File: src/rtl/dmac_regport_pkg.sv
// Shared constants of the DMA register port: bus widths and the port map.
// Assumes four channels, so that channel and control ports fill 0x00-0x0F.
package dmac_regport_pkg;
    localparam int NCH    = 4;
    localparam int DW     = 8;
    localparam int AW     = 5;
    localparam int PAGE_W = 8;

    localparam logic [AW-1:0] PORT_STATUS = 5'h08;
    localparam logic [AW-1:0] PORT_SMASK  = 5'h0A;
    localparam logic [AW-1:0] PORT_MODE   = 5'h0B;
    localparam logic [AW-1:0] PORT_FFCLR  = 5'h0C;
    localparam logic [AW-1:0] PORT_MCLR   = 5'h0D;
    localparam logic [AW-1:0] PORT_UNMASK = 5'h0E;
    localparam logic [AW-1:0] PORT_AMASK  = 5'h0F;
    localparam logic [AW-1:0] PORT_PAGE0  = 5'h10;
endpackage

File: src/rtl/dmac_byte_ptr.sv
// Shared low/high byte pointer. Inverts on each channel-port access and
// returns to low on a clear. Assumes toggle and clear never coincide.
module dmac_byte_ptr (
    input  logic clk,
    input  logic rst_n,
    input  logic toggle,
    input  logic clear,
    output logic ptr
);
    // Pointer state: clear has priority, otherwise flip on access
    always_ff @(posedge clk) begin
        if (!rst_n)      ptr <= 1'b0;
        else if (clear)  ptr <= 1'b0;
        else if (toggle) ptr <= ~ptr;
    end
endmodule

File: src/rtl/dmac_chan_regs.sv
// One channel's register set: base and current address and count, plus
// the page byte. The host write path has priority over an engine update
// in the same cycle. Assumes the byte strobes are already decoded.
module dmac_chan_regs #(
    parameter int DW     = 8,
    parameter int PAGE_W = 8,
    localparam int RW    = 2 * DW
) (
    input  logic              clk,
    input  logic              rst_n,
    input  logic              wr_addr_lo,
    input  logic              wr_addr_hi,
    input  logic              wr_cnt_lo,
    input  logic              wr_cnt_hi,
    input  logic              wr_page,
    input  logic [DW-1:0]     wdata,
    input  logic              upd_en,
    input  logic [RW-1:0]     upd_addr,
    input  logic [RW-1:0]     upd_cnt,
    output logic [RW-1:0]     base_addr,
    output logic [RW-1:0]     base_cnt,
    output logic [RW-1:0]     cur_addr,
    output logic [RW-1:0]     cur_cnt,
    output logic [PAGE_W-1:0] page
);
    // Base address: byte-wise host loads
    always_ff @(posedge clk) begin
        if (!rst_n)          base_addr <= '0;
        else if (wr_addr_lo) base_addr[DW-1:0]  <= wdata;
        else if (wr_addr_hi) base_addr[RW-1:DW] <= wdata;
    end

    // Base count: byte-wise host loads
    always_ff @(posedge clk) begin
        if (!rst_n)         base_cnt <= '0;
        else if (wr_cnt_lo) base_cnt[DW-1:0]  <= wdata;
        else if (wr_cnt_hi) base_cnt[RW-1:DW] <= wdata;
    end

    // Current address: copy of base on high-byte write, else engine update
    always_ff @(posedge clk) begin
        if (!rst_n)          cur_addr <= '0;
        else if (wr_addr_hi) cur_addr <= {wdata, base_addr[DW-1:0]};
        else if (upd_en)     cur_addr <= upd_addr;
    end

    // Current count: copy of base on high-byte write, else engine update
    always_ff @(posedge clk) begin
        if (!rst_n)         cur_cnt <= '0;
        else if (wr_cnt_hi) cur_cnt <= {wdata, base_cnt[DW-1:0]};
        else if (upd_en)    cur_cnt <= upd_cnt;
    end

    // Page byte: upper address bits of this channel
    always_ff @(posedge clk) begin
        if (!rst_n)       page <= '0;
        else if (wr_page) page <= wdata[PAGE_W-1:0];
    end
endmodule

File: src/rtl/dmac_ctrl_regs.sv
// Global control state: mask bits, mode bytes and status byte. Command
// strobes arrive decoded; only one is active in a cycle. Assumes NCH is a
// power of two so that the low data bits always name a valid channel.
module dmac_ctrl_regs #(
    parameter int NCH  = 4,
    parameter int DW   = 8,
    localparam int CH_W = $clog2(NCH)
) (
    input  logic                  clk,
    input  logic                  rst_n,
    input  logic [DW-1:0]         wdata,
    input  logic                  wr_smask,
    input  logic                  wr_amask,
    input  logic                  wr_mclr,
    input  logic                  wr_unmask,
    input  logic                  wr_mode,
    input  logic                  rd_status,
    input  logic [NCH-1:0]        tc_in,
    input  logic [NCH-1:0]        dreq_in,
    output logic [NCH-1:0]        mask,
    output logic [NCH-1:0][DW-1:0] mode,
    output logic [DW-1:0]         status
);
    logic [NCH-1:0] tc_q;
    logic [CH_W-1:0] sel;
    assign sel = wdata[CH_W-1:0];

    // Mask register: full masks, full unmask, load, or single-bit edit
    always_ff @(posedge clk) begin
        if (!rst_n)         mask <= '1;
        else if (wr_mclr)   mask <= '1;
        else if (wr_unmask) mask <= '0;
        else if (wr_amask)  mask <= wdata[NCH-1:0];
        else if (wr_smask)  mask[sel] <= wdata[CH_W];
    end

    // Mode bytes: whole byte stored for the channel named in the low bits
    always_ff @(posedge clk) begin
        if (!rst_n)       mode <= '0;
        else if (wr_mode) mode[sel] <= wdata;
    end

    // Terminal-count flags: sticky, cleared by a status read, new pulse wins
    always_ff @(posedge clk) begin
        if (!rst_n)         tc_q <= '0;
        else if (rd_status) tc_q <= tc_in;
        else                tc_q <= tc_q | tc_in;
    end

    // Status byte: live requests above, sticky terminal counts below
    always_comb begin
        status = '0;
        status[NCH-1:0]       = tc_q;
        status[2*NCH-1:NCH]   = dreq_in;
    end
endmodule

File: src/rtl/dmac_regport.sv
// DMA controller register port: decodes the byte-wide host window into the
// channel register sets, the shared byte pointer and the control state,
// and muxes read data. Assumes wr_en wins when both strobes are high and
// that read data is taken in the strobe cycle.
module dmac_regport
    import dmac_regport_pkg::*;
#(
    parameter int NCH_P = NCH,
    parameter int DW_P  = DW,
    parameter int AW_P  = AW,
    localparam int RW   = 2 * DW_P,
    localparam int FW   = PAGE_W + RW,
    localparam int CH_W = $clog2(NCH_P)
) (
    input  logic                 clk,
    input  logic                 rst_n,
    input  logic                 cs,
    input  logic                 wr_en,
    input  logic                 rd_en,
    input  logic [AW_P-1:0]      addr,
    input  logic [DW_P-1:0]      wdata,
    output logic [DW_P-1:0]      rdata,
    input  logic                 upd_valid,
    input  logic [CH_W-1:0]      upd_ch,
    input  logic [RW-1:0]        upd_addr,
    input  logic [RW-1:0]        upd_cnt,
    input  logic [NCH_P-1:0]     tc_in,
    input  logic [NCH_P-1:0]     dreq_in,
    output logic [NCH_P-1:0]     chan_mask,
    output logic [NCH_P*DW_P-1:0] chan_mode,
    output logic [NCH_P*FW-1:0]  cur_addr_full,
    output logic [NCH_P*RW-1:0]  cur_count,
    output logic [NCH_P*RW-1:0]  base_addr,
    output logic [NCH_P*RW-1:0]  base_count
);
    localparam logic [AW_P-1:0] CHAN_END = AW_P'(2 * NCH_P);

    logic wr_stb, rd_stb, chan_hit, page_hit, ptr_q;
    logic [DW_P-1:0] status_b;
    logic [NCH_P-1:0][DW_P-1:0] mode_v;
    logic [NCH_P-1:0][RW-1:0] cur_a, cur_c, base_a, base_c;
    logic [NCH_P-1:0][PAGE_W-1:0] page_v;

    // Strobe qualification and region decode
    assign wr_stb   = cs & wr_en;
    assign rd_stb   = cs & rd_en & ~wr_en;
    assign chan_hit = (addr < CHAN_END);
    assign page_hit = (addr[AW_P-1:CH_W] == PORT_PAGE0[AW_P-1:CH_W]);

    dmac_byte_ptr u_ptr (
        .clk    (clk),
        .rst_n  (rst_n),
        .toggle ((wr_stb | rd_stb) & chan_hit),
        .clear  (wr_stb & ((addr == PORT_FFCLR) | (addr == PORT_MCLR))),
        .ptr    (ptr_q)
    );

    for (genvar n = 0; n < NCH_P; n++) begin : g_chan
        logic hit_n, page_n;
        assign hit_n  = wr_stb & chan_hit & (addr[CH_W:1] == CH_W'(n));
        assign page_n = wr_stb & page_hit & (addr[CH_W-1:0] == CH_W'(n));

        dmac_chan_regs #(.DW(DW_P), .PAGE_W(PAGE_W)) u_regs (
            .clk        (clk),
            .rst_n      (rst_n),
            .wr_addr_lo (hit_n & ~addr[0] & ~ptr_q),
            .wr_addr_hi (hit_n & ~addr[0] &  ptr_q),
            .wr_cnt_lo  (hit_n &  addr[0] & ~ptr_q),
            .wr_cnt_hi  (hit_n &  addr[0] &  ptr_q),
            .wr_page    (page_n),
            .wdata      (wdata),
            .upd_en     (upd_valid & (upd_ch == CH_W'(n))),
            .upd_addr   (upd_addr),
            .upd_cnt    (upd_cnt),
            .base_addr  (base_a[n]),
            .base_cnt   (base_c[n]),
            .cur_addr   (cur_a[n]),
            .cur_cnt    (cur_c[n]),
            .page       (page_v[n])
        );

        assign cur_addr_full[n*FW +: FW] = {page_v[n], cur_a[n]};
    end

    dmac_ctrl_regs #(.NCH(NCH_P), .DW(DW_P)) u_ctrl (
        .clk       (clk),
        .rst_n     (rst_n),
        .wdata     (wdata),
        .wr_smask  (wr_stb & (addr == PORT_SMASK)),
        .wr_amask  (wr_stb & (addr == PORT_AMASK)),
        .wr_mclr   (wr_stb & (addr == PORT_MCLR)),
        .wr_unmask (wr_stb & (addr == PORT_UNMASK)),
        .wr_mode   (wr_stb & (addr == PORT_MODE)),
        .rd_status (rd_stb & (addr == PORT_STATUS)),
        .tc_in     (tc_in),
        .dreq_in   (dreq_in),
        .mask      (chan_mask),
        .mode      (mode_v),
        .status    (status_b)
    );

    assign chan_mode  = mode_v;
    assign cur_count  = cur_c;
    assign base_addr  = base_a;
    assign base_count = base_c;

    // Read mux: current register byte, status, page, else zero
    always_comb begin
        logic [RW-1:0] word;
        word  = '0;
        rdata = '0;
        if (rd_stb) begin
            if (chan_hit) begin
                word  = addr[0] ? cur_c[addr[CH_W:1]] : cur_a[addr[CH_W:1]];
                rdata = ptr_q ? word[RW-1:DW_P] : word[DW_P-1:0];
            end else if (addr == PORT_STATUS) begin
                rdata = status_b;
            end else if (page_hit) begin
                rdata = page_v[addr[CH_W-1:0]];
            end
        end
    end
endmodule

File: config.mk
export PLATFORM = sky130hd
export DESIGN_NAME = dmac_regport
export DESIGN_NICKNAME = d
export VERILOG_FILES = /design/src/rtl/dmac_regport_pkg.sv /design/src/rtl/dmac_byte_ptr.sv /design/src/rtl/dmac_chan_regs.sv /design/src/rtl/dmac_ctrl_regs.sv /design/src/rtl/dmac_regport.sv
export SDC_FILE = /design/constraint.sdc
export NUM_CORES = 1
export LEC_CHECK = 0
export ABC_AREA = 1
export BUFFER_PORTS_ARGS = -buffer_cell sky130_fd_sc_hd__buf_2
export CAP_MARGIN = 20
export CORE_MARGIN = 5
export CORE_UTILIZATION = 48
export DETAILED_ROUTE_END_ITERATION = 10
export PLACE_DENSITY_LB_ADDON = 0.1
export SLEW_MARGIN = 20
export SYNTH_ARGS = -nofsm -noshare
export SYNTH_HDL_FRONTEND = slang
export SYNTH_HIERARCHICAL = 1
export SYNTH_SLANG_ARGS = --single-unit
File: constraint.sdc
create_clock -name clk -period 2.01 [get_ports clk]
set_input_delay 0.402 -clock clk [delete_from_list [all_inputs] [get_ports clk]]
set_output_delay 0.402 -clock clk [all_outputs]
set_load 0.02 [all_outputs]
# ---- Word-level counts from Yosys, hierarchy flattened
# Index checks and enable logic that the tools add are counted.
dict set report classes {
  n_lt_le_gt_ge 5
  n_eq_ne 17
  n_mux 38
  bitwise 64
  n_reduce_logical 23
}
# cell n
set ops {}
lappend ops {{two-way mux 16 bit} 19}
lappend ops {{binary-select mux 16 bit (select 2 bit)} 2}
lappend ops {{two-way mux 8 bit} 7}
lappend ops {{bitwise AND 1 bit} 49}
lappend ops {{equality test 5 x 4 -> 1 bit, second input constant} 7}
lappend ops {{bitwise mux 32 bit} 1}
lappend ops {{binary-select mux 8 bit (select 2 bit)} 1}
lappend ops {{demux 8 bit (select 2 bit)} 1}
lappend ops {{two-way mux 4 bit} 4}
lappend ops {{AND reduction 2 bit} 8}
lappend ops {{nonzero test 2 bit} 8}
lappend ops {{equality test 2 bit, second input constant} 6}
lappend ops {{NOT 1 bit} 12}
lappend ops {{< comparator 2 x 3 -> 1 bit, second input constant} 3}
lappend ops {{equality test 2 x 1 -> 1 bit, second input constant} 3}
lappend ops {{zero test 2 bit} 3}
lappend ops {{< comparator 5 x 4 -> 1 bit, second input constant} 1}
lappend ops {{bitwise mux 4 bit} 1}
lappend ops {{OR 4 bit} 1}
lappend ops {{OR reduction 2 bit} 2}
lappend ops {{equality test 3 bit, second input constant} 1}
lappend ops {{nonzero test 3 bit} 1}
lappend ops {{demux 1 bit (select 2 bit)} 1}
lappend ops {{greater-or-equal comparator 2 x 1 -> 1 bit, second input constant} 1}
lappend ops {{other kinds (3)} 4}
dict set report totals {
  register_bits 329
  input_bits 61
  out_inout_bits 332
  word_cells 182
}

# ---- Longest topological paths before layout
# Gate-level depths: netlist of run 1.
dict set report depth {
  depth_word 8
  mapped_depth 13
  mapped_depth_nobuf 10
}

# ---- Cells and area by module
# Netlist of run 1, hierarchy kept.
# mod instances cells_per_inst area_per_inst_um2 seq_area_each_um2
set modules_own_cells {}
lappend modules_own_cells {dmac_chan_regs 4 416 2926.6 1441.4}
lappend modules_own_cells {dmac_regport 1 502 2142.1 0.0}
lappend modules_own_cells {dmac_ctrl_regs 1 202 1590.3 800.8}
lappend modules_own_cells {dmac_byte_ptr 1 9 52.6 20.0}

# ---- Worst setup path before layout of run 1
# No wires, ideal clock.
dict set report synth_timing {
  kind {input to register}
  start {in addr[1]}
  end {reg u_ctrl/mode[28] (netlist bit)}
  setup_ps 116
  t_arrival_ps 1997
  t_required_ps 1894
  setup_slack_ps -102
  stages 10
  n_path_buf 3
  cell_sequence {buf_6 buf_6 buf_2 nand2_1 nor3_1 inv_4 nor2_8 inv_2 nor2_1 nor2_1}
}
dict set report synth_between {
  elab_chain_cells 2
}
# element line_no
set synth_lines {}
lappend synth_lines {{from (decl)} dmac_regport.sv:20} ;# input logic [AW_P-1:0] addr,
lappend synth_lines {{equality test 5 x 4 -> 1 bit} dmac_regport.sv:93} ;# .wr_mode (wr_stb & (addr == PORT_MODE)),
lappend synth_lines {{bitwise AND 1 bit} dmac_regport.sv:93}
lappend synth_lines {{to (signal, indexed assignment)} dmac_ctrl_regs.sv:40} ;# else if (wr_mode) mode[sel] <= wdata;
lappend synth_lines {{to (decl)} dmac_ctrl_regs.sv:21} ;# output logic [NCH-1:0][DW-1:0] mode,
# Every way passes these cells.
# A chain may end at the register's enable or synchronous reset.

# ---- Worst setup path after layout of run 1
dict set report layout_timing {
  start {reg g_chan[1].u_regs.cur_addr[1]}
  end {out rdata[1]}
}
dict set report layout_between {
  elab_chain_cells 6
}
# element line_no
set layout_lines {}
lappend layout_lines {{from (decl)} dmac_chan_regs.sv:22} ;# output logic [RW-1:0] cur_addr,
lappend layout_lines {{from (signal assigned)} dmac_chan_regs.sv:43} ;# else if (wr_addr_hi) cur_addr <= {wdata, base_addr[DW-1:0]};
lappend layout_lines {{from (signal assigned)} dmac_chan_regs.sv:44} ;# else if (upd_en) cur_addr <= upd_addr;
lappend layout_lines {{binary-select mux 16 bit (select 2 bit)} dmac_regport.sv:114} ;# word = addr[0] ? cur_c[addr[CH_W:1]] : cur_a[addr[CH_W:1]];
lappend layout_lines {{two-way mux 16 bit (not written as such)} dmac_regport.sv:114}
lappend layout_lines {{two-way mux 16 bit} dmac_regport.sv:114}
lappend layout_lines {{two-way mux 8 bit} dmac_regport.sv:115} ;# rdata = ptr_q ? word[RW-1:DW_P] : word[DW_P-1:0];
lappend layout_lines {{two-way mux 8 bit} dmac_regport.sv:113} ;# if (chan_hit) begin
lappend layout_lines {{two-way mux 8 bit} dmac_regport.sv:112} ;# if (rd_stb) begin
lappend layout_lines {{to (decl)} dmac_regport.sv:22} ;# output logic [DW_P-1:0] rdata,
# Every way passes these cells. The select of a mux whose other input is x is not followed.

==> flow_metrics.env, run 1 <==
export IMPL_antenna_found_initial=2
export IMPL_cp_max_fo=3
export IMPL_cellLeakagePower_nw=10.9
export IMPL_viasPerCell=5.39
export IMPL_final_seq_area_mm2=0.00683
export IMPL_top_layer="met4"
export IMPL_path_cells="nand2_2, nand2_1, nand2_1, nand3_2, nand3_2, nand3_2, nand2_2, inv_2, buf_6"
export IMPL_drc=0
export IMPL_layout_nets=2946
export IMPL_ir_worst_vdd_mv=0.593
export IMPL_drt_total_wl_um=66500
export IMPL_endpoint="rdata[1]"
export IMPL_cp_required_ns=1.61
export IMPL_ant_nets=0
export IMPL_cpLargestDelayFamily="simple AND/OR/NAND/NOR gates"
export IMPL_die_height_um=190
export IMPL_dr_pass1_iters=7
export IMPL_wl_met2_um=28600
export IMPL_rows=65
export IMPL_wl_per_cell_um=20.1
export IMPL_yosys_register_bits=329
export IMPL_grt_pass1_wl_um=98800
export IMPL_cts_buffer_depth=3
export IMPL_rsz0062_at_grt="true"
export IMPL_worstSetupStartpointType="register"
export IMPL_io_pins=393
export IMPL_drtIter0Drc=1859
export IMPL_yosysWarnings=6
export IMPL_clock_sinks=329
export IMPL_synthToLayoutAreaGrowth_pct=36.7
export IMPL_clock_skew_final_ns=0.0240
export IMPL_cts_tree="yes"
export IMPL_die_x_um=190
export IMPL_instances_no_fill=3314
export IMPL_numPortBuffers=392
export IMPL_clkTransAtPathRegs_ns=0.06
export IMPL_slew_headroom_pct=48.8
export IMPL_fillers=2939
export IMPL_grt_pass1_vias=16300
export IMPL_hpwlAfterDp_um=49500
export IMPL_worst_setup_path_type="reg2out"
export IMPL_cp_end_kind="output port"
export IMPL_drive_above_1_share_pct=33.5
export IMPL_grt_ovfl_total=0
export IMPL_grt_start_max_net_pins=52
export IMPL_multi_input_area_mm2=0.00764
export IMPL_start_util_pct=48.8
export IMPL_finalHoldViolCount=0
export IMPL_hold_path_startpoint="tc_in[0]"
export IMPL_syn_nets=2438
export IMPL_critical_path_startpoint="g_chan[1].u_regs/cur_addr[1]$_SDFFE_PN0P_"
export IMPL_r2r_start="u_ptr/ptr$_SDFFE_PP0P_"
export IMPL_vias=17900
export IMPL_reg2reg_to="g_chan[2].u_regs/cur_addr[0]$_SDFFE_PN0P_"
export IMPL_dpl_cell_count=3190
export IMPL_crit_buf_inv=2
export IMPL_setup_viol=6
export IMPL_clk_latency_ns=0.54
export IMPL_crit_cells=9
export IMPL_avgSynthCellArea_um2=6.52
export IMPL_final_common_cell="nand2_1"
export IMPL_place_congestion=1.03
export IMPL_ys_seq_area_share_pct=42.5
export IMPL_coreArea_mm2=0.0317
export IMPL_wl_met1_um=28600
export IMPL_netlist_area_mm2=0.0155
export IMPL_layout_common_cells="nand2_1 (558), buf_2 (382), nor2_1 (311)"
export IMPL_numCtsBuffers=36
export IMPL_hold_path_class="in2reg"
export IMPL_r2r_slack_ns=0.15
export IMPL_wl_met3_um=6460
export IMPL_cts_root_buf="clkbuf_16"
export IMPL_tightest_slew_ns=0.768
export IMPL_worstPathArrival_ns=1.65
export IMPL_dp_slack_ns=-0.204
export IMPL_h_tree_depth=2
export IMPL_slowest_stage="dfxtp_4"
export IMPL_post_route_period_util_pct=102
export IMPL_timing_fmax_mhz=486
export IMPL_cp_common_cell="nand3_2"
export IMPL_dieArea_mm2=0.0360
export IMPL_setup_ws_ns=-0.0461
export IMPL_status="complete, but fails checks"
export IMPL_r2r_cells=8
export IMPL_violations="setup timing"
export IMPL_ys_types=26
export IMPL_drv_cap=0
export IMPL_postSynthCellCount=2377
export IMPL_p_per_area_mw_per_mm2=738
export IMPL_slew_viol_final=0
export IMPL_slowest_delay_ns=0.36
export IMPL_period_needed_ns=2.06
export IMPL_hold_buffers=0
export IMPL_fin_util_pct=66.8
export IMPL_grt_usage_pct=35.1
[power by group]
part           internal, mW  switching [mW]  total, mW  leakage, nW
clock                  3.90            2.77       6.68        0.580
sequential             6.69           0.177       6.86         2.73
combinational         0.700            1.39       2.09         7.62
total                  11.3            4.34       15.6         10.9
[worst register-to-register path, delay by kind of cell (launching register included)]
kind,cells,cell delay (ns)
simple gates,5,1.00
flops,1,0.34
buf+inv,3,0.39
[repair_timing]
action,4_1_cts,5_1_grt
pin swaps,45,73
cloned,1,1
setup buffers,26,31
setup endpoints to repair,8,8
gates resized for setup,195,147
[state kept, by name (all words and copies together), names as in the netlist]
register                 flops
g_chan.u_regs/cur_addr      64
g_chan.u_regs/base_addr     64
u_ctrl/mask                  4
g_chan.u_regs/base_cnt      64
u_ctrl/tc_q                  4
g_chan.u_regs/cur_cnt       64
u_ptr/ptr                    1
u_ctrl/mode                 32
g_chan.u_regs/page          32
[per-layer routing]
layer | up-vias | track usage [%]
li1 | 8489 | -
met1 | 8235 | 49.5
met2 | 977 | 53.7
met3 | 177 | 6.28
met4 | 0 | 13.7
met5 | - | 0
[stage by stage]
| step | power [mW] | cell area, µm² | setup TNS (ns) | hold WS [ns] |
|---|---|---|---|---|
| finish | 15.6 | 21200 | -0.113 | 0.0843 |
| global route | 16.1 | 21200 | -0.420 | 0.0944 |
| CTS | 15.5 | 20500 | -0.152 | 0.0789 |
| detailed placement | 8.81 | 18700 | -11.66 | 0.422 |
| global placement | 8.81 | 18700 | -9.96 | 0.419 |
| floorplan | 7.94 | 15500 | 0 | 0.456 |
[Yosys cell counts]
master,count,area [µm²]
clkinv_2,1,5.00
nor4_1,1,6.26
nor3_1,83,415
nand3_4,1,17.5
nor2_8,2,40.0
inv_1,275,1030
nor2_1,316,1190
nor2_2,9,56.3
buf_6,4,45.0
buf_2,78,390
nand2_2,6,37.5
inv_4,3,18.8
nand2_1,634,2380
nor2_4,10,113
dfxtp_1,329,6590
buf_4,22,165
nand3_1,131,656
clkbuf_1,21,78.8
inv_2,18,67.6
a21oi_1,270,1350
o21a_1,4,30.0
o21ai_0,148,741
a21oi_2,1,8.76
o21ai_1,3,15.0
nand2_4,1,11.3
nand4_1,6,37.5
[worst min path at each step]
stage                                   to  slack (ns)  cells after the start
6_report         u_ctrl/tc_q[0]$_SDFF_PN0_        0.08                      3
5_1_grt          u_ctrl/tc_q[0]$_SDFF_PN0_        0.09                      3
4_1_cts          u_ctrl/tc_q[0]$_SDFF_PN0_        0.08                      3
3_5_place_dp   u_ctrl/mode[0]$_SDFFE_PN0P_        0.42                      2
3_3_place_gp   u_ctrl/mode[0]$_SDFFE_PN0P_        0.42                      2
2_1_floorplan    u_ctrl/tc_q[0]$_SDFF_PN0_        0.46                      2
[logic make-up after synthesis]
group	share of synthesized area (%)
AOI/OAI and AO/OA	13.9
and+or+nand+nor	32.0
DFF	42.5
buffers and inverters	11.6
[area by class of cell]
| class | instances | share of cell area, % |
|---|---|---|
| tap | 402 | 2.37 |
| multi-input combinational | 1626 | 36.1 |
| clock inverter | 12 | 0.585 |
| sequential | 329 | 32.2 |
| timing repair buffer | 595 | 18.4 |
| clock buffer | 51 | 4.95 |
| inverter | 297 | 5.33 |
| antenna | 2 | 0.0236 |
No activity file was read; power rests on OpenSTA's default activity.
==> inputs of run 2 (changes only) <==
--- a/config.mk
+++ b/config.mk
@@ -8,11 +8,12 @@
 export ABC_AREA = 1
 export BUFFER_PORTS_ARGS = -buffer_cell sky130_fd_sc_hd__buf_2
 export CAP_MARGIN = 20
+export CELL_PAD_IN_SITES_DETAIL_PLACEMENT = 1
+export CELL_PAD_IN_SITES_GLOBAL_PLACEMENT = 1
 export CORE_MARGIN = 5
-export CORE_UTILIZATION = 48
+export CORE_UTILIZATION = 33
 export DETAILED_ROUTE_END_ITERATION = 10
 export PLACE_DENSITY_LB_ADDON = 0.1
-export SLEW_MARGIN = 20
 export SYNTH_ARGS = -nofsm -noshare
 export SYNTH_HDL_FRONTEND = slang
 export SYNTH_HIERARCHICAL = 1
==> flow_metrics.env, run 2 (synthesis results as in run 1) <==
export IMPL_drt_total_wl_um=80200
export IMPL_worstPathArrival_ns=1.79
export IMPL_crit_cells=9
export IMPL_clkTransAtPathRegs_ns=0.05
export IMPL_layout_nets=2934
export IMPL_dr_pass1_iters=5
export IMPL_layout_common_cells="nand2_1 (581), buf_2 (382), nor2_1 (309)"
export IMPL_rows=79
export IMPL_path_cells="nand3_1, nand2_1, inv_1, nand3_1, nand3_1, nand3_2, nand2_2, inv_2, buf_6"
export IMPL_grt_pass1_wl_um=116000
export IMPL_hold_path_class="in2reg"
export IMPL_cts_tree="yes"
export IMPL_final_common_cell="nand2_1"
export IMPL_clock_sinks=329
export IMPL_status="complete, but fails checks"
export IMPL_cts_root_buf="clkbuf_16"
export IMPL_grt_ovfl_total=0
export IMPL_numPortBuffers=392
export IMPL_h_tree_depth=2
export IMPL_cp_required_ns=1.61
export IMPL_p_per_area_mw_per_mm2=773
export IMPL_wl_per_cell_um=22.8
export IMPL_timing_fmax_mhz=456
export IMPL_cellLeakagePower_nw=10.9
export IMPL_cts_buffer_depth=3
export IMPL_place_congestion=0.918
export IMPL_antenna_found_initial=4
export IMPL_coreArea_mm2=0.0465
export IMPL_finalHoldViolCount=0
export IMPL_ant_nets=0
export IMPL_start_util_pct=33.3
export IMPL_drc=0
export IMPL_die_height_um=227
export IMPL_cpLargestDelayFamily="simple AND/OR/NAND/NOR gates"
export IMPL_hpwlAfterDp_um=61300
export IMPL_period_needed_ns=2.20
export IMPL_drtIter0Drc=1131
export IMPL_clock_skew_final_ns=0.0171
export IMPL_viasPerCell=5.07
export IMPL_power_total_mw=16.6
export IMPL_setup_ws_ns=-0.185
export IMPL_grt_pass1_vias=17800
export IMPL_hold_buffers=0
export IMPL_dieArea_mm2=0.0514
export IMPL_critical_path_startpoint="g_chan[3].u_regs/cur_addr[11]$_SDFFE_PN0P_"
export IMPL_cp_max_fo=3
export IMPL_min_path_cells=3
export IMPL_crit_buf_inv=3
export IMPL_violations="setup timing"
export IMPL_slowest_delay_ns=0.40
export IMPL_clk_latency_ns=0.58
export IMPL_rsz0062_at_grt="true"
export IMPL_hold_ws_ns=0.0636
export IMPL_drive_above_1_share_pct=31.5
export IMPL_drv_cap=0
export IMPL_synthToLayoutAreaGrowth_pct=38.5
export IMPL_r2r_start="u_ptr/ptr$_SDFFE_PP0P_"
export IMPL_slowest_stage="dfxtp_1"
export IMPL_tightest_slew_ns=0.789
export IMPL_slew_headroom_pct=47.4
export IMPL_post_route_period_util_pct=109
export IMPL_ir_worst_vdd_mv=0.612
export IMPL_worstSetupStartpointType="register"
export IMPL_setup_viol=8
export IMPL_vias=17800
export IMPL_slew_viol_final=0
export IMPL_worst_setup_path_type="reg2out"
export IMPL_grt_usage_pct=29.8
export IMPL_io_pins=393
export IMPL_die_x_um=227
export IMPL_hold_path_startpoint="tc_in[1]"
export IMPL_grt_start_max_net_pins=59
export IMPL_cp_common_cell="nand3_1"
export IMPL_cp_end_kind="output port"
export IMPL_numCtsBuffers=41
export IMPL_fin_tns_setup_ns=-0.905
export IMPL_r2r_cells=9
## run 2: cell count changes in the layout (fill, tap and decap cells not counted), sizes merged
cell and change:
buf -16, clkbuf +8, clkinv +3, inv -3, bufinv +1
## run 2: repair_timing
| action | in CTS | in global routing |
|---|---|---|
| cloned | 0 | 0 |
| pin swaps | 33 | 19 |
| setup endpoints to repair | 8 | 55 |
| buffers inserted | 29 | 1 |
| resized for setup | 210 | 70 |
## run 2: metal layers
metal  vias to the layer above  routed length (µm)  track usage [%]
li1                       8457                   -                -
met1                      8683               35900             41.2
met2                       539               37600             49.4
met5                         -                   0                0
met4                         0                2330             8.69
met3                       126                4330             3.40
## run 2: power by group
part | internal, mW | switching, mW
registers | 6.69 | 0.199
logic | 0.671 | 1.44
clock network | 4.59 | 2.99
## run 2: worst paths after layout
check / end / slack (ns)
setup / recovery: rdata[3] / -0.19
hold / removal: u_ctrl/tc_q[1]$_SDFF_PN0_ / 0.06
setup reg to reg: g_chan[0].u_regs/base_addr[10]$_SDFFE_PN0P_ / 0.08
hold reg to reg: u_ctrl/mode[1]$_SDFFE_PN0P_ / 0.44
## run 2: layout make-up
cell class              instances  area [µm²]
multi-input cells            1626        7560
clock inverters                13         148
fillers                      6048       25000
inverters                     297        1130
well taps                     607         759
diodes                          2        5.00
flip-flops and latches        329        6790
repair buffers                578        3840
clock buffers                  60        1220
## run 2: metrics by stage
stage | area, µm² | instances | util (%) | worst slack [ns]
6_report | 21500 | 3512 | 46.2 | -0.185
5_1_grt | 21400 | 3511 | 46.2 | -0.249
4_1_cts | 21300 | 3509 | 45.7 | -0.156
3_5_place_dp | 19100 | 3407 | 41.2 | -0.440
3_3_place_gp | 19100 | 3407 | 41.2 | -0.396
2_1_floorplan | 15500 | 2377 | - | 0.0920
## run 2: worst reg2reg max path, stage by stage (launching register included)
cell and delay [ns]:
dfxtp_2 0.35, clkinvlp_4 0.20, buf_6 0.18, buf_4 0.12, buf_4 0.17, nor2_4 0.16, buf_6 0.16, nand2_2 0.18
o21ai_0 0.23, nor2_1 0.06
==> inputs of run 3 (changes only) <==
--- a/config.mk
+++ b/config.mk
@@ -14,6 +14,7 @@
 export CORE_UTILIZATION = 33
 export DETAILED_ROUTE_END_ITERATION = 10
 export PLACE_DENSITY_LB_ADDON = 0.1
+export SKIP_CTS_REPAIR_TIMING = 1
 export SYNTH_ARGS = -nofsm -noshare
 export SYNTH_HDL_FRONTEND = slang
 export SYNTH_HIERARCHICAL = 1
==> flow_metrics.env, run 3 (synthesis results as in run 1) <==
export IMPL_place_congestion=0.918
export IMPL_worstSetupStartpointType="register"
export IMPL_io_pins=393
export IMPL_violations="setup timing"
export IMPL_slew_headroom_pct=47.3
export IMPL_slowest_delay_ns=0.37
export IMPL_power_total_mw=16.6
export IMPL_clkPwrFrac_pct=45.7
export IMPL_dieArea_mm2=0.0514
export IMPL_worst_setup_path_type="reg2out"
export IMPL_hpwlAfterDp_um=61300
export IMPL_cellLeakagePower_nw=10.9
export IMPL_wl_per_cell_um=22.7
export IMPL_status="complete, but fails checks"
export IMPL_slowest_stage="dfxtp_4"
export IMPL_drive_above_1_share_pct=31.5
export IMPL_viasPerCell=5.06
export IMPL_die_height_um=227
export IMPL_drc=0
export IMPL_grt_pass1_vias=17500
export IMPL_p_per_area_mw_per_mm2=773
export IMPL_numCtsBuffers=41
export IMPL_switching_power_mw=4.62
export IMPL_ir_worst_vdd_mv=0.610
export IMPL_cts_tree="yes"
export IMPL_cp_end_kind="output port"
export IMPL_ant_nets=0
export IMPL_fillers=6053
export IMPL_path_cells="nand2_2, nand2_2, nand2_2, nand3_1, nand3_1, nand3_2, nand2_2, inv_1, buf_4"
export IMPL_antenna_found_initial=4
export IMPL_p_int_mw=12.0
export IMPL_hold_ws_ns=0.0630
export IMPL_cp_required_ns=1.61
export IMPL_cp_max_fo=3
export IMPL_setup_viol=8
export IMPL_vias=17800
export IMPL_fin_area_mm2=0.0214
export IMPL_cp_common_cell="nand2_2"
export IMPL_die_x_um=227
export IMPL_hold_path_class="in2reg"
export IMPL_grt_ovfl_total=0
export IMPL_slew_viol_final=0
export IMPL_timing_fmax_mhz=466
export IMPL_synthToLayoutAreaGrowth_pct=38.4
export IMPL_crit_buf_inv=2
export IMPL_post_route_period_util_pct=107
export IMPL_layout_common_cells="nand2_1 (580), buf_2 (382), nor2_1 (309)"
export IMPL_h_tree_depth=2
export IMPL_cts_buffer_depth=3
export IMPL_clkTransAtPathRegs_ns=0.06
export IMPL_layout_nets=2934
export IMPL_clock_skew_final_ns=0.0161
export IMPL_power_frac_comb_pct=12.7
export IMPL_cts_root_buf="clkbuf_16"
export IMPL_drv_cap=0
export IMPL_final_common_cell="nand2_1"
export IMPL_dpl_cell_count=3407
export IMPL_clk_latency_ns=0.57
export IMPL_grt_pass1_wl_um=114000
export IMPL_grt_start_max_net_pins=59
export IMPL_rows=79
export IMPL_setup_ws_ns=-0.138
export IMPL_rsz0062_at_grt="true"
export IMPL_drtIter0Drc=1257
export IMPL_grt_usage_pct=29.5
export IMPL_finalHoldViolCount=0
export IMPL_fin_util_pct=46.2
export IMPL_drt_total_wl_um=79900
export IMPL_swShare_pct=27.9
export IMPL_dr_pass1_iters=5
export IMPL_tightest_slew_ns=0.790
export IMPL_period_needed_ns=2.15
export IMPL_worstPathArrival_ns=1.75
export IMPL_clock_sinks=329
export IMPL_coreArea_mm2=0.0465
export IMPL_instances_no_fill=3512
export IMPL_seqPwrFrac_pct=41.6
export IMPL_fin_tns_setup_ns=-0.960
export IMPL_start_util_pct=33.3
export IMPL_numPortBuffers=392
export IMPL_dpl_instance_area_mm2=0.0191
export IMPL_cpLargestDelayFamily="simple AND/OR/NAND/NOR gates"
export IMPL_dp_slack_ns=-0.440
-- run 3: cell count changes in the layout (fill, tap and decap cells not counted), moves of 2 or more --
cell and delta:
dfxtp_1 -5, dfxtp_2 +6, inv_4 -2, nand2_2 +2, nand3_1 +4, nand3_2 -4, o21ai_0 +3, o21ai_1 -3
-- run 3: area by class of cell --
class | count | area, µm² | area share (%)
clock buffers | 60 | 1220 | 5.69
diodes | 2 | 5.00 | 0.0233
inverters | 297 | 1130 | 5.27
clock inverters | 13 | 148 | 0.689
flip-flops and latches | 329 | 6790 | 31.7
multi-input cells | 1626 | 7530 | 35.1
repair buffers | 578 | 3850 | 18.0
well taps | 607 | 759 | 3.54
-- run 3: metal layers --
layer	share of wire (%)	global-route usage [%]	vias to the layer above
met5	0	0	-
met2	47	49.0	518
li1	-	-	8467
met4	2.7	8.07	0
met3	5.1	3.37	114
met1	45	40.7	8679
-- run 3: worst reg2reg max path: cells and delay by family, from the launching register on --
kind	cells	cell delay, ns
and+or+nand+nor	4	0.51
buffers and inverters	5	0.96
DFF	1	0.35
-- run 3: power groups by stage --
| stage | clock network, mW | logic (mW) | registers [mW] |
|---|---|---|---|
| 6_report | 7.57 | 2.11 | 6.89 |
| 5_1_grt | 7.94 | 2.26 | 6.90 |
| 4_1_cts | 7.71 | 1.95 | 6.89 |
| 3_5_place_dp | 0 | 1.94 | 7.03 |
| 3_3_place_gp | 0 | 1.91 | 7.03 |
| 2_1_floorplan | 0 | 0.822 | 7.12 |
-- run 3: path summary, 6_finish.rpt --
| check | startpoint | slack (ns) | endpoint | cells past startpoint |
|---|---|---|---|---|
| worst min register to register | u_ctrl/mode[1]$_SDFFE_PN0P_ | 0.44 | u_ctrl/mode[1]$_SDFFE_PN0P_ | 2 |
| worst min-delay path | tc_in[1] | 0.06 | u_ctrl/tc_q[1]$_SDFF_PN0_ | 3 |
| worst max-delay path | g_chan[3].u_regs/cur_cnt[1]$_SDFFE_PN0P_ | -0.14 | rdata[1] | 9 |
| worst max register to register | u_ptr/ptr$_SDFFE_PP0P_ | 0.12 | g_chan[0].u_regs/base_addr[10]$_SDFFE_PN0P_ | 9 |
